File: config.mk
export PLATFORM = sky130hd
export DESIGN_NAME = axil_upsizer
export DESIGN_NICKNAME = d
export VERILOG_FILES = /design/src/rtl/axil_upsizer.sv
export SDC_FILE = /design/constraint.sdc
export NUM_CORES = 1
export LEC_CHECK = 0
export BUFFER_PORTS_ARGS = -buffer_cell sky130_fd_sc_hd__buf_2
export CAP_MARGIN = 40
export CORE_ASPECT_RATIO = 0.7
export CORE_UTILIZATION = 45
export DETAILED_ROUTE_END_ITERATION = 12
export PLACE_DENSITY = 0.83
export SYNTH_ARGS = -nofsm -noshare
export SYNTH_HDL_FRONTEND = slang
export SYNTH_SLANG_ARGS = --single-unit
File: constraint.sdc
create_clock -name clk -period 4 [get_ports clk]
set_input_delay 1.2 -clock clk [delete_from_list [all_inputs] [get_ports clk]]
set_output_delay 1.2 -clock clk [all_outputs]
set_load 0.01 [all_outputs]
File: src/rtl/axil_upsizer.sv
module axil_upsizer #(
  parameter int ADDR_W   = 32,
  parameter int NARROW_W = 16,
  parameter int WIDE_W   = 32
) (
  input  logic                  clk,
  input  logic                  rst_n,
  input  logic [ADDR_W-1:0]     m_awaddr,
  input  logic                  m_awvalid,
  output logic                  m_awready,
  input  logic [NARROW_W-1:0]   m_wdata,
  input  logic [NARROW_W/8-1:0] m_wstrb,
  input  logic                  m_wvalid,
  output logic                  m_wready,
  output logic [1:0]            m_bresp,
  output logic                  m_bvalid,
  input  logic                  m_bready,
  input  logic [ADDR_W-1:0]     m_araddr,
  input  logic                  m_arvalid,
  output logic                  m_arready,
  output logic [NARROW_W-1:0]   m_rdata,
  output logic [1:0]            m_rresp,
  output logic                  m_rvalid,
  input  logic                  m_rready,
  output logic [ADDR_W-1:0]     s_awaddr,
  output logic                  s_awvalid,
  input  logic                  s_awready,
  output logic [WIDE_W-1:0]     s_wdata,
  output logic [WIDE_W/8-1:0]   s_wstrb,
  output logic                  s_wvalid,
  input  logic                  s_wready,
  input  logic [1:0]            s_bresp,
  input  logic                  s_bvalid,
  output logic                  s_bready,
  output logic [ADDR_W-1:0]     s_araddr,
  output logic                  s_arvalid,
  input  logic                  s_arready,
  input  logic [WIDE_W-1:0]     s_rdata,
  input  logic [1:0]            s_rresp,
  input  logic                  s_rvalid,
  output logic                  s_rready
);
  localparam int NB     = NARROW_W / 8;
  localparam int WB     = WIDE_W / 8;
  localparam int LANES  = WIDE_W / NARROW_W;
  localparam int LSEL_W = $clog2(LANES);
  localparam int NLSB   = $clog2(NB);
  localparam int WLSB   = $clog2(WB);

  typedef enum logic [1:0] {COLLECT, ISSUE, RESP} wr_st_t;
  typedef enum logic [1:0] {R_IDLE, R_ISSUE, R_WAIT} rd_st_t;

  // write path
  wr_st_t            wr_st;
  logic              aw_f, w_f;
  logic [ADDR_W-1:0] wa_q;
  logic [NARROW_W-1:0] wd_q;
  logic [NB-1:0]     ws_q;
  logic [LSEL_W-1:0] w_lane;

  assign m_awready = (wr_st == COLLECT) && !aw_f;
  assign m_wready  = (wr_st == COLLECT) && !w_f;
  assign s_awvalid = (wr_st == ISSUE) && !aw_f;
  assign s_wvalid  = (wr_st == ISSUE) && !w_f;
  assign m_bvalid  = (wr_st == RESP) && s_bvalid;
  assign s_bready  = (wr_st == RESP) && m_bready;
  assign m_bresp   = s_bresp;
  assign s_awaddr  = {wa_q[ADDR_W-1:WLSB], {WLSB{1'b0}}};
  assign w_lane    = wa_q[WLSB-1:NLSB];

  for (genvar i = 0; i < LANES; i++) begin : g_wlane
    assign s_wdata[i*NARROW_W +: NARROW_W] = (w_lane == LSEL_W'(i)) ? wd_q : '0;
    assign s_wstrb[i*NB +: NB]             = (w_lane == LSEL_W'(i)) ? ws_q : '0;
  end

  always_ff @(posedge clk) begin
    if (!rst_n) begin
      wr_st <= COLLECT;
      aw_f  <= 1'b0;
      w_f   <= 1'b0;
      wa_q  <= '0;
      wd_q  <= '0;
      ws_q  <= '0;
    end else begin
      case (wr_st)
        COLLECT: begin
          if (m_awvalid && m_awready) begin
            aw_f <= 1'b1;
            wa_q <= m_awaddr;
          end
          if (m_wvalid && m_wready) begin
            w_f  <= 1'b1;
            wd_q <= m_wdata;
            ws_q <= m_wstrb;
          end
          if ((aw_f || m_awvalid) && (w_f || m_wvalid)) begin
            wr_st <= ISSUE;
            aw_f  <= 1'b0;
            w_f   <= 1'b0;
          end
        end
        ISSUE: begin
          if (s_awvalid && s_awready) aw_f <= 1'b1;
          if (s_wvalid && s_wready)   w_f  <= 1'b1;
          if ((aw_f || s_awready) && (w_f || s_wready)) begin
            wr_st <= RESP;
            aw_f  <= 1'b0;
            w_f   <= 1'b0;
          end
        end
        default: if (s_bvalid && m_bready) wr_st <= COLLECT;
      endcase
    end
  end

  // read path
  rd_st_t            rd_st;
  logic [ADDR_W-1:0] ra_q;
  logic [LSEL_W-1:0] r_lane;

  assign m_arready = (rd_st == R_IDLE);
  assign s_arvalid = (rd_st == R_ISSUE);
  assign m_rvalid  = (rd_st == R_WAIT) && s_rvalid;
  assign s_rready  = (rd_st == R_WAIT) && m_rready;
  assign m_rresp   = s_rresp;
  assign s_araddr  = {ra_q[ADDR_W-1:WLSB], {WLSB{1'b0}}};
  assign r_lane    = ra_q[WLSB-1:NLSB];

  always_comb begin
    m_rdata = '0;
    for (int i = 0; i < LANES; i++)
      if (r_lane == LSEL_W'(i)) m_rdata = s_rdata[i*NARROW_W +: NARROW_W];
  end

  always_ff @(posedge clk) begin
    if (!rst_n) begin
      rd_st <= R_IDLE;
      ra_q  <= '0;
    end else begin
      case (rd_st)
        R_IDLE:  if (m_arvalid) begin
                   rd_st <= R_ISSUE;
                   ra_q  <= m_araddr;
                 end
        R_ISSUE: if (s_arready) rd_st <= R_WAIT;
        default: if (s_rvalid && m_rready) rd_st <= R_IDLE;
      endcase
    end
  end

  // checks
  logic [LANES-1:0] lane_any;
  for (genvar i = 0; i < LANES; i++) begin : g_lany
    assign lane_any[i] = |s_wstrb[i*NB +: NB];
  end

  p_aw_aligned_r1: assert property (@(posedge clk) disable iff (!rst_n)
    s_awvalid |-> (s_awaddr[WLSB-1:0] == '0));
  p_ar_stable_r1: assert property (@(posedge clk) disable iff (!rst_n)
    s_arvalid && !s_arready |=> s_arvalid && $stable(s_araddr));
  p_strb_one_lane_r3: assert property (@(posedge clk) disable iff (!rst_n)
    s_wvalid |-> $onehot0(lane_any));
  p_one_wide_rd_r4: assert property (@(posedge clk) disable iff (!rst_n)
    s_arvalid && s_arready |=> !s_arvalid);
  p_one_wide_wr_r4: assert property (@(posedge clk) disable iff (!rst_n)
    s_awvalid && s_awready |=> !s_awvalid);
  p_rd_block_r8: assert property (@(posedge clk) disable iff (!rst_n)
    m_arvalid && m_arready |=> !m_arready);
  p_wr_block_r8: assert property (@(posedge clk) disable iff (!rst_n)
    m_awvalid && m_awready |=> !m_awready);
endmodule

==> metrics.md, run 1 <==
| Metric | Value |
|---|---|
| Leading area contributor after synthesis | `dfxtp_1` |
| FF-to-FF Start | `wr_st[0]` |
| Net switching power | `0.000618 W` |
| Nets@finish | `814` |
| Synth top cells by count | `nand2_1 (160), dfxtp_1 (86), buf_4 (68), a21boi_0 (44), a21boi_1 (40)` |
| Final HPWL DP | `8120 um` |
| Peak Freq | `342 MHz` |
| R2R Setup Slk | `2.18 ns` |
| Synth cell types | `33` |
| First-pass GRT wire length | `16,800 um` |
| Ys async rst share | `0%` |
| IO Pins | `260` |
| Worst setup margin | `1.08 ns` |
| Proportion of layout cells with a drive suffix above 1 | `41.5%` |
| Setup TNS Final | `0 ns` |
| Footprint of the multi-input gates | `1940 um2` |
| Max cap viols | `0` |
| Initial antenna violation count | `0` |
| Num CTS Buffers | `9` |
| CP max stage cell | `mux2_2` |
| DR vias | `3,796` |
| Starting DRT DRC Count | `139` |
| Top cells by area, synth | `dfxtp_1 (39%), nand2_1 (14%), buf_4 (12%)` |
| Predominant post-synthesis flop cell | `dfxtp_1` |
| CTS tree | `built` |
| CP Data Required Time | `2.80 ns` |
| Crit. End Element | `output pin` |
| Gpl congestion | `0.831` |
| Num rows | `29` |
| Worst Setup SP | `s_rdata[23]` |
| Hold Path Class | `register to register` |
| Area share of the largest cell type after synthesis | `39.5%` |
| Maximum vdd drop | `0.248 mV` |
| Vias in the first global route | `3,449` |
| Reg2reg path depth | `4` |
| GRT Util Overall | `20.7%` |
| CP dominant cell by count | `buf_2` |
| Starting Density | `47.2%` |
| Startpoint types | `input pin` |
| Setup crit end | `m_rdata[7]` |
| RR Endpoint | `wa_q[25]` |
| FILL cells | `812` |
| Die Wd | `120 um` |
| Hold-critical path depth | `2` |
| Arr. time, crit path | `1.72 ns` |
| Outcome | `completed` |
| Grt ovf | `0` |
| Comb pwr share | `19.4%` |
| Final setup skew | `0.00608 ns` |
| Antenna Nets Post-Route | `0` |
| Clk pwr share | `37.4%` |
| Cells along the critical path | `buf_2 > mux2_2 > buf_2` |
| Clock transition at path regs | `0.06 ns` |
| Sequential cell area | `1720 um2` |
| Tmin final | `2.92 ns` |
| DRC | `0` |
| Post-Syn Instances | `523` |
| Core ar. | `9250 um2` |
| CTS Buffer Depth | `2` |
| Leakage power | `2.70 nW` |
| Root Buffer | `clkbuf_16` |
| Largest net degree at the start of global routing | `47` |
| Hold-fix buffers at CTS | `0` |
| Yosys warns | `0` |
| Setup CP Type | `input pin to output pin` |
| Part of the power in registers | `43.2%` |
| Die height | `84.4 um` |
| Syn_area_per_cell | `8.34 um2` |
| Post-synth EDFFs | `0` |
| PwrDens | `418 nW/um2` |
| Routed length per placed instance | `13.0 um` |
| P&R area growth vs syn | `24.5%` |
| WL final | `10,600 um` |
| Fin crit share | `73.1%` |
| Post-CTS setup repair buffer count | `0` |
| RSZ-0062 raised after global routing | `no` |
| Switching share of power | `27.2%` |
| Number of synthesized register bits | `86` |
| Antenna cells | `0` |
| Int Pwr | `0.00165 W` |
| Final hold viol count | `0` |
| Pre-CTS setup slack | `1.08 ns` |
| Post-synthesis sequential area ratio | `39.5%` |
| Mapped Area | `4360 um2` |
| CP max FO | `1` |
| Worst slew pin tran | `0.880 ns` |
| Slew HR | `41.1%` |
| Die area | `10,100 um2` |
| IO Port Bufs | `245` |
| Slew Limit Fails | `0` |
| # clock sinks | `86` |
| Most common cell in the netlist | `nand2_1` |
| Worst-skew pair later-pin latency | `0.33 ns` |
| First-pass iteration count of the detailed router | `4` |
| H-tree levels | `3` |
| Vias/cell | `4.67` |
| PostCTS Resize Cnt | `0` |
| Largest stage delay, worst path | `0.27 ns` |
| Setup violations, final | `0` |
-- final cells by class --
cell class / instances / area share, %
Tap cell: 124 / 2.86
Clock buffer: 12 / 4.72
Sequential cell: 86 / 31.7
Timing Repair Buffer: 250 / 24.0
Multi-Input combinational cell: 337 / 35.8
Clock inverter: 4 / 0.990
-- power by group through the flow --
stage,Clock (W),Sequential [W],Combinational [W]
after CTS,0.000873,0.000987,0.000436
after detailed placement,0,0.00100,0.000435
after floorplan,0,0.000975,0.000354
after global placement,0,0.000999,0.000415
after global routing,0.000905,0.000992,0.000488
final,0.000849,0.000982,0.000441
-- cell families (layout without fill, tap and decap cells) --
| logic type | after synthesis | count (layout) | share of synthesized area (%) |
|---|---|---|---|
| DFF | 86 | 86 | 39.5 |
| other | 1 | 4 | 0.0860 |
| and+or+nand+nor | 223 | 223 | 23.5 |
| muxes | 17 | 17 | 4.36 |
| AOI/OAI and AO/OA | 93 | 93 | 16.0 |
| buffers and inverters | 103 | 266 | 16.6 |
-- cell usage in the layout (no fill, tap or decap), types with 3 or more instances in the layout --
master       n
nor3_1       3
nor2_1       7
o21a_1       3
buf_2      245
a21boi_0    44
a21boi_1    40
mux2_2      16
conb_1       4
and3b_1      4
clkbuf_16    9
nand2_1    160
and2_1      19
dfxtp_1     86
nor2b_1     19
-- per-layer routing --
layer	up-vias	track usage, %	wire length (um)
met5	-	0	0
met4	0	6.02	139
met3	13	5.64	627
met2	131	34.0	5010
met1	1715	26.7	4800
li1	1937	-	-
-- registers in the layout (all words and copies together) (netlist names) --
register / flops
aw_f: 1
ra_q: 31
rd_st: 2
w_f: 1
wa_q: 31
wd_q: 16
wr_st: 2
ws_q: 2
-- critical path, delay by kind of cell --
kind / cells / cell delay [ns]
buffers and inverters: 2 / 0.26
multiplexers: 1 / 0.27
-- through the flow --
step           area, um2  hold slack, ns  total power (W)  std cells  util (%)
2_1_floorplan       4370           0.435          0.00133        526         -
3_3_place_gp        5060           0.437          0.00141        794      54.7
3_5_place_dp        5110           0.444          0.00144        796      55.2
4_1_cts             5420           0.452          0.00230        812      58.6
5_1_grt             5430           0.471          0.00238        813      58.7
6_report            5430           0.452          0.00227        813      58.7
-- how the worst min path moves through the flow --
stage / endpoint / from / slack, ns
after global placement: wa_q[12] / wa_q[12] / 0.44
after floorplan: wa_q[10] / wa_q[10] / 0.44
after detailed placement: wa_q[22] / wa_q[22] / 0.44
after CTS: wa_q[22] / wa_q[22] / 0.45
after global routing: wa_q[22] / wa_q[22] / 0.47
final: wa_q[22] / wa_q[22] / 0.45
Power figures use the tool's default switching activity.
==> inputs of run 2 (changes only) <==
ABC_AREA = 1   (was not set)
CORE_UTILIZATION = 43   (was 45)
PLACE_DENSITY = 0.8   (was 0.83)
clock period = 3.05 ns   (was 4 ns; I/O delays follow)
==> run 2 against run 1 <==
- synthesized area is 3.4% lower
- non-clock buffer count is 3 higher
- largest cell class is now sequential cells
- clock-buffer cell count is 1 lower
- core utilization is 0.92 points lower
- via count is 4.7% higher
==> metrics.md, run 2 <==
| Metric | Value |
|---|---|
| H-tree levels | `3 (unchanged)` |
| Leading area contributor after synthesis | `dfxtp_1` |
| IO Pins | `260 (unchanged)` |
| CP Data Required Time | `2.13 ns (-0.67 ns)` |
| Routed length per placed instance | `12.5 um (-3.7%)` |
| Worst-skew pair later-pin latency | `0.33 ns (about the same)` |
| Max cap viols | `0 (unchanged)` |
| CTS Buffer Depth | `2 (unchanged)` |
| Mapped Area | `4210 um2 (-3.4%)` |
| Synth top cells by count | `nor2_1 (88), dfxtp_1 (86), buf_4 (74), nand2_1 (70), inv_1 (55)` |
| Hold Path Class | `register to register` |
| Nets@finish | `870 (+6.9%)` |
| Slew HR | `48.6% (+7.5 points)` |
| R2R Setup Slk | `1.47 ns (-0.71 ns)` |
| CP max stage cell | `dfxtp_1` |
| Post-synthesis sequential area ratio | `40.9% (+1.4 points)` |
| PostCTS Resize Cnt | `0 (unchanged)` |
| Final hold viol count | `0 (unchanged)` |
| PwrDens | `747 nW/um2 (+79%)` |
| # clock sinks | `86 (unchanged)` |
| Arr. time, crit path | `1.73 ns (about the same)` |
| Total power | `0.00401 W (+77%)` |
| DR vias | `3,974 (+4.7%)` |
| Antenna cells | `0 (unchanged)` |
| Post-Syn Instances | `574 (+9.8%)` |
| WP buf/inv | `1 (-1)` |
| Startpoint types | `register` |
| Cells along the critical path | `mux2_2 > buf_2` |
| Fin crit share | `86.8%` |
| Setup CP Type | `register to output pin` |
| Starting Density | `45.4% (-1.8 points)` |
| Met1 Use GR | `26.6% (-0.095 points)` |
| Commonest non-fill, non-tap cells in the layout | `buf_2 (245), nor2_1 (88), dfxtp_1 (86), nand2_1 (70), inv_1 (55)` |
| WL final | `10,900 um (+3.0%)` |
| Outcome | `completed` |
| GR Layer Usage met2 | `34.6% (+0.64 points)` |
| Syn_area_per_cell | `7.34 um2 (-12%)` |
| Setup TNS Final | `0 ns (unchanged)` |
| Die Wd | `120 um (+0.53%)` |
| Antenna Nets Post-Route | `0 (unchanged)` |
| Commonest non-fill, non-tap cell in the layout | `buf_2` |
| First-pass GRT wire length | `17,000 um (+1.0%)` |
| CP max FO | `17 (+16)` |
| Maximum vdd drop | `0.391 mV (+58%)` |
| Post-synth EDFFs | `0 (unchanged)` |
| Most common cell in the netlist | `nor2_1` |
| Die height | `84.8 um (+0.53%)` |
| Synth cell types | `23 (-30%)` |
| Final setup skew | `0.00688 ns (+0.000800 ns)` |
| Largest net degree at the start of global routing | `53 (+13%)` |
| RSZ-0062 raised after global routing | `no` |
| Tmin final | `2.65 ns` |
| Hold-fix buffers at CTS | `0 (unchanged)` |
| CTS tree | `built` |
| Num CTS Buffers | `9 (unchanged)` |
| Met3 usage | `6.65% (+1.0 points)` |
| GRT Util Overall | `20.9% (+0.14 points)` |
| FILL cells | `885 (+9.0%)` |
| Ys async rst share | `0% (unchanged)` |
| Vias in the first global route | `3,501 (+1.5%)` |
| Starting DRT DRC Count | `163 (+17%)` |
| Worst slew pin tran | `0.770 ns (-0.110 ns)` |
| Yosys warns | `0 (unchanged)` |
| Setup violations, final | `0 (unchanged)` |
| Clock transition at path regs | `0.06 ns (about the same)` |
| Top cells by area, synth | `dfxtp_1 (41%), buf_4 (13%), nor2_1 (7.8%)` |
| GR peak layer | `met2` |
| Number of synthesized register bits | `86 (unchanged)` |
| Root Buffer | `clkbuf_16` |
| Num rows | `29 (unchanged)` |
| Post-CTS setup repair buffer count | `0 (unchanged)` |
| Largest stage delay, worst path | `0.82 ns (+0.55 ns)` |
| DRC | `0 (unchanged)` |
| Proportion of layout cells with a drive suffix above 1 | `39.2% (-2.3 points)` |
| Leakage power | `2.91 nW (+8.0%)` |
| Predominant post-synthesis flop cell | `dfxtp_1` |
| Largest regs | `ra_q x31, wa_q x31, wd_q x16` |
| Vias/cell | `4.57 (-2.1%)` |
| Initial antenna violation count | `0 (unchanged)` |
| P&R area growth vs syn | `27.4%` |
| CP delay by family, top | `flip-flops` |
| Crit. End Element | `output pin` |
| Hold_ws | `0.460 ns (+0.00822 ns)` |
| Area share of the largest cell type after synthesis | `40.9% (+1.4 points)` |
| Core ar. | `9290 um2 (+0.39%)` |
| Grt ovf | `0 (unchanged)` |
| IO Port Bufs | `245 (unchanged)` |
| Peak Freq | `378 MHz` |
| Die area | `10,200 um2 (+1.1%)` |
| Final HPWL DP | `8270 um (+1.9%)` |
| First-pass iteration count of the detailed router | `4 (unchanged)` |
| Gpl congestion | `0.894 (+7.5%)` |
| Slew Limit Fails | `0 (unchanged)` |
==> run 2: cell count changes after synthesis, moves of 40 or more <==
cell      delta
o21ai_0     +41
a21boi_0    -44
a21boi_1    -40
a21oi_1     +53
nor2_1      +81
nand2_1     -90
inv_1       +55
==> run 2: layout make-up <==
| class | instances | area, um2 | area share, % |
|---|---|---|---|
| Inverter | 57 | 216 | 4.03 |
| Multi-Input combinational cell | 333 | 1600 | 29.8 |
| Clock inverter | 5 | 106 | 1.98 |
| Clock buffer | 11 | 243 | 4.52 |
| Timing Repair Buffer | 253 | 1330 | 24.7 |
| Sequential cell | 86 | 1720 | 32.1 |
| Tap cell | 124 | 155 | 2.89 |
==> run 2: tightest hold or removal path, cell delays in order (launching register included) <==
cell and delay, ns:
dfxtp_1 0.30, nand2_1 0.06, a21oi_1 0.05
==> run 2: metrics by stage <==
step | area [um2] | setup WS [ns] | std cells | utilization (%)
2_1_floorplan | 4230 | 0.934 | 577 | -
3_3_place_gp | 4970 | 0.707 | 851 | 53.5
3_5_place_dp | 5020 | 0.689 | 853 | 54.1
4_1_cts | 5370 | 0.400 | 869 | 57.8
5_1_grt | 5370 | 0.317 | 869 | 57.8
6_report | 5370 | 0.403 | 869 | 57.8
==> run 2: routing by layer <==
layer  vias up  part of all wire [%]
met5         -                     0
met4         0                  0.87
met3         9                   7.4
met2       140                    45
met1      1747                    46
li1       2078                     -
==> run 2: final timing paths <==
| check | startpoint | end | cells past startpoint |
|---|---|---|---|
| min | wa_q[18] | wa_q[18] | 2 |
| min reg2reg | wa_q[18] | wa_q[18] | 2 |
| max | ra_q[1] | m_rdata[10] | 2 |
| max reg2reg | wr_st[0] | wa_q[16] | 5 |
==> run 2: cell families (layout without fill, tap and decap cells) <==
group / Yosys count / in the layout / share of synthesized area (%)
flops: 86 / 86 / 40.9
compound gates: 108 / 108 / 13.0
mux: 16 / 16 / 4.28
buf+inv: 158 / 326 / 21.4
simple gates: 205 / 205 / 20.3
other cells: 1 / 4 / 0.0890
==> run 2: report_power, final <==
part	switching, W	internal [W]	total, W
clock network	0.000430	0.000824	0.00125
logic	0.000793	0.000497	0.00129
registers	0.000132	0.00134	0.00147
total	0.00135	0.00266	0.00401
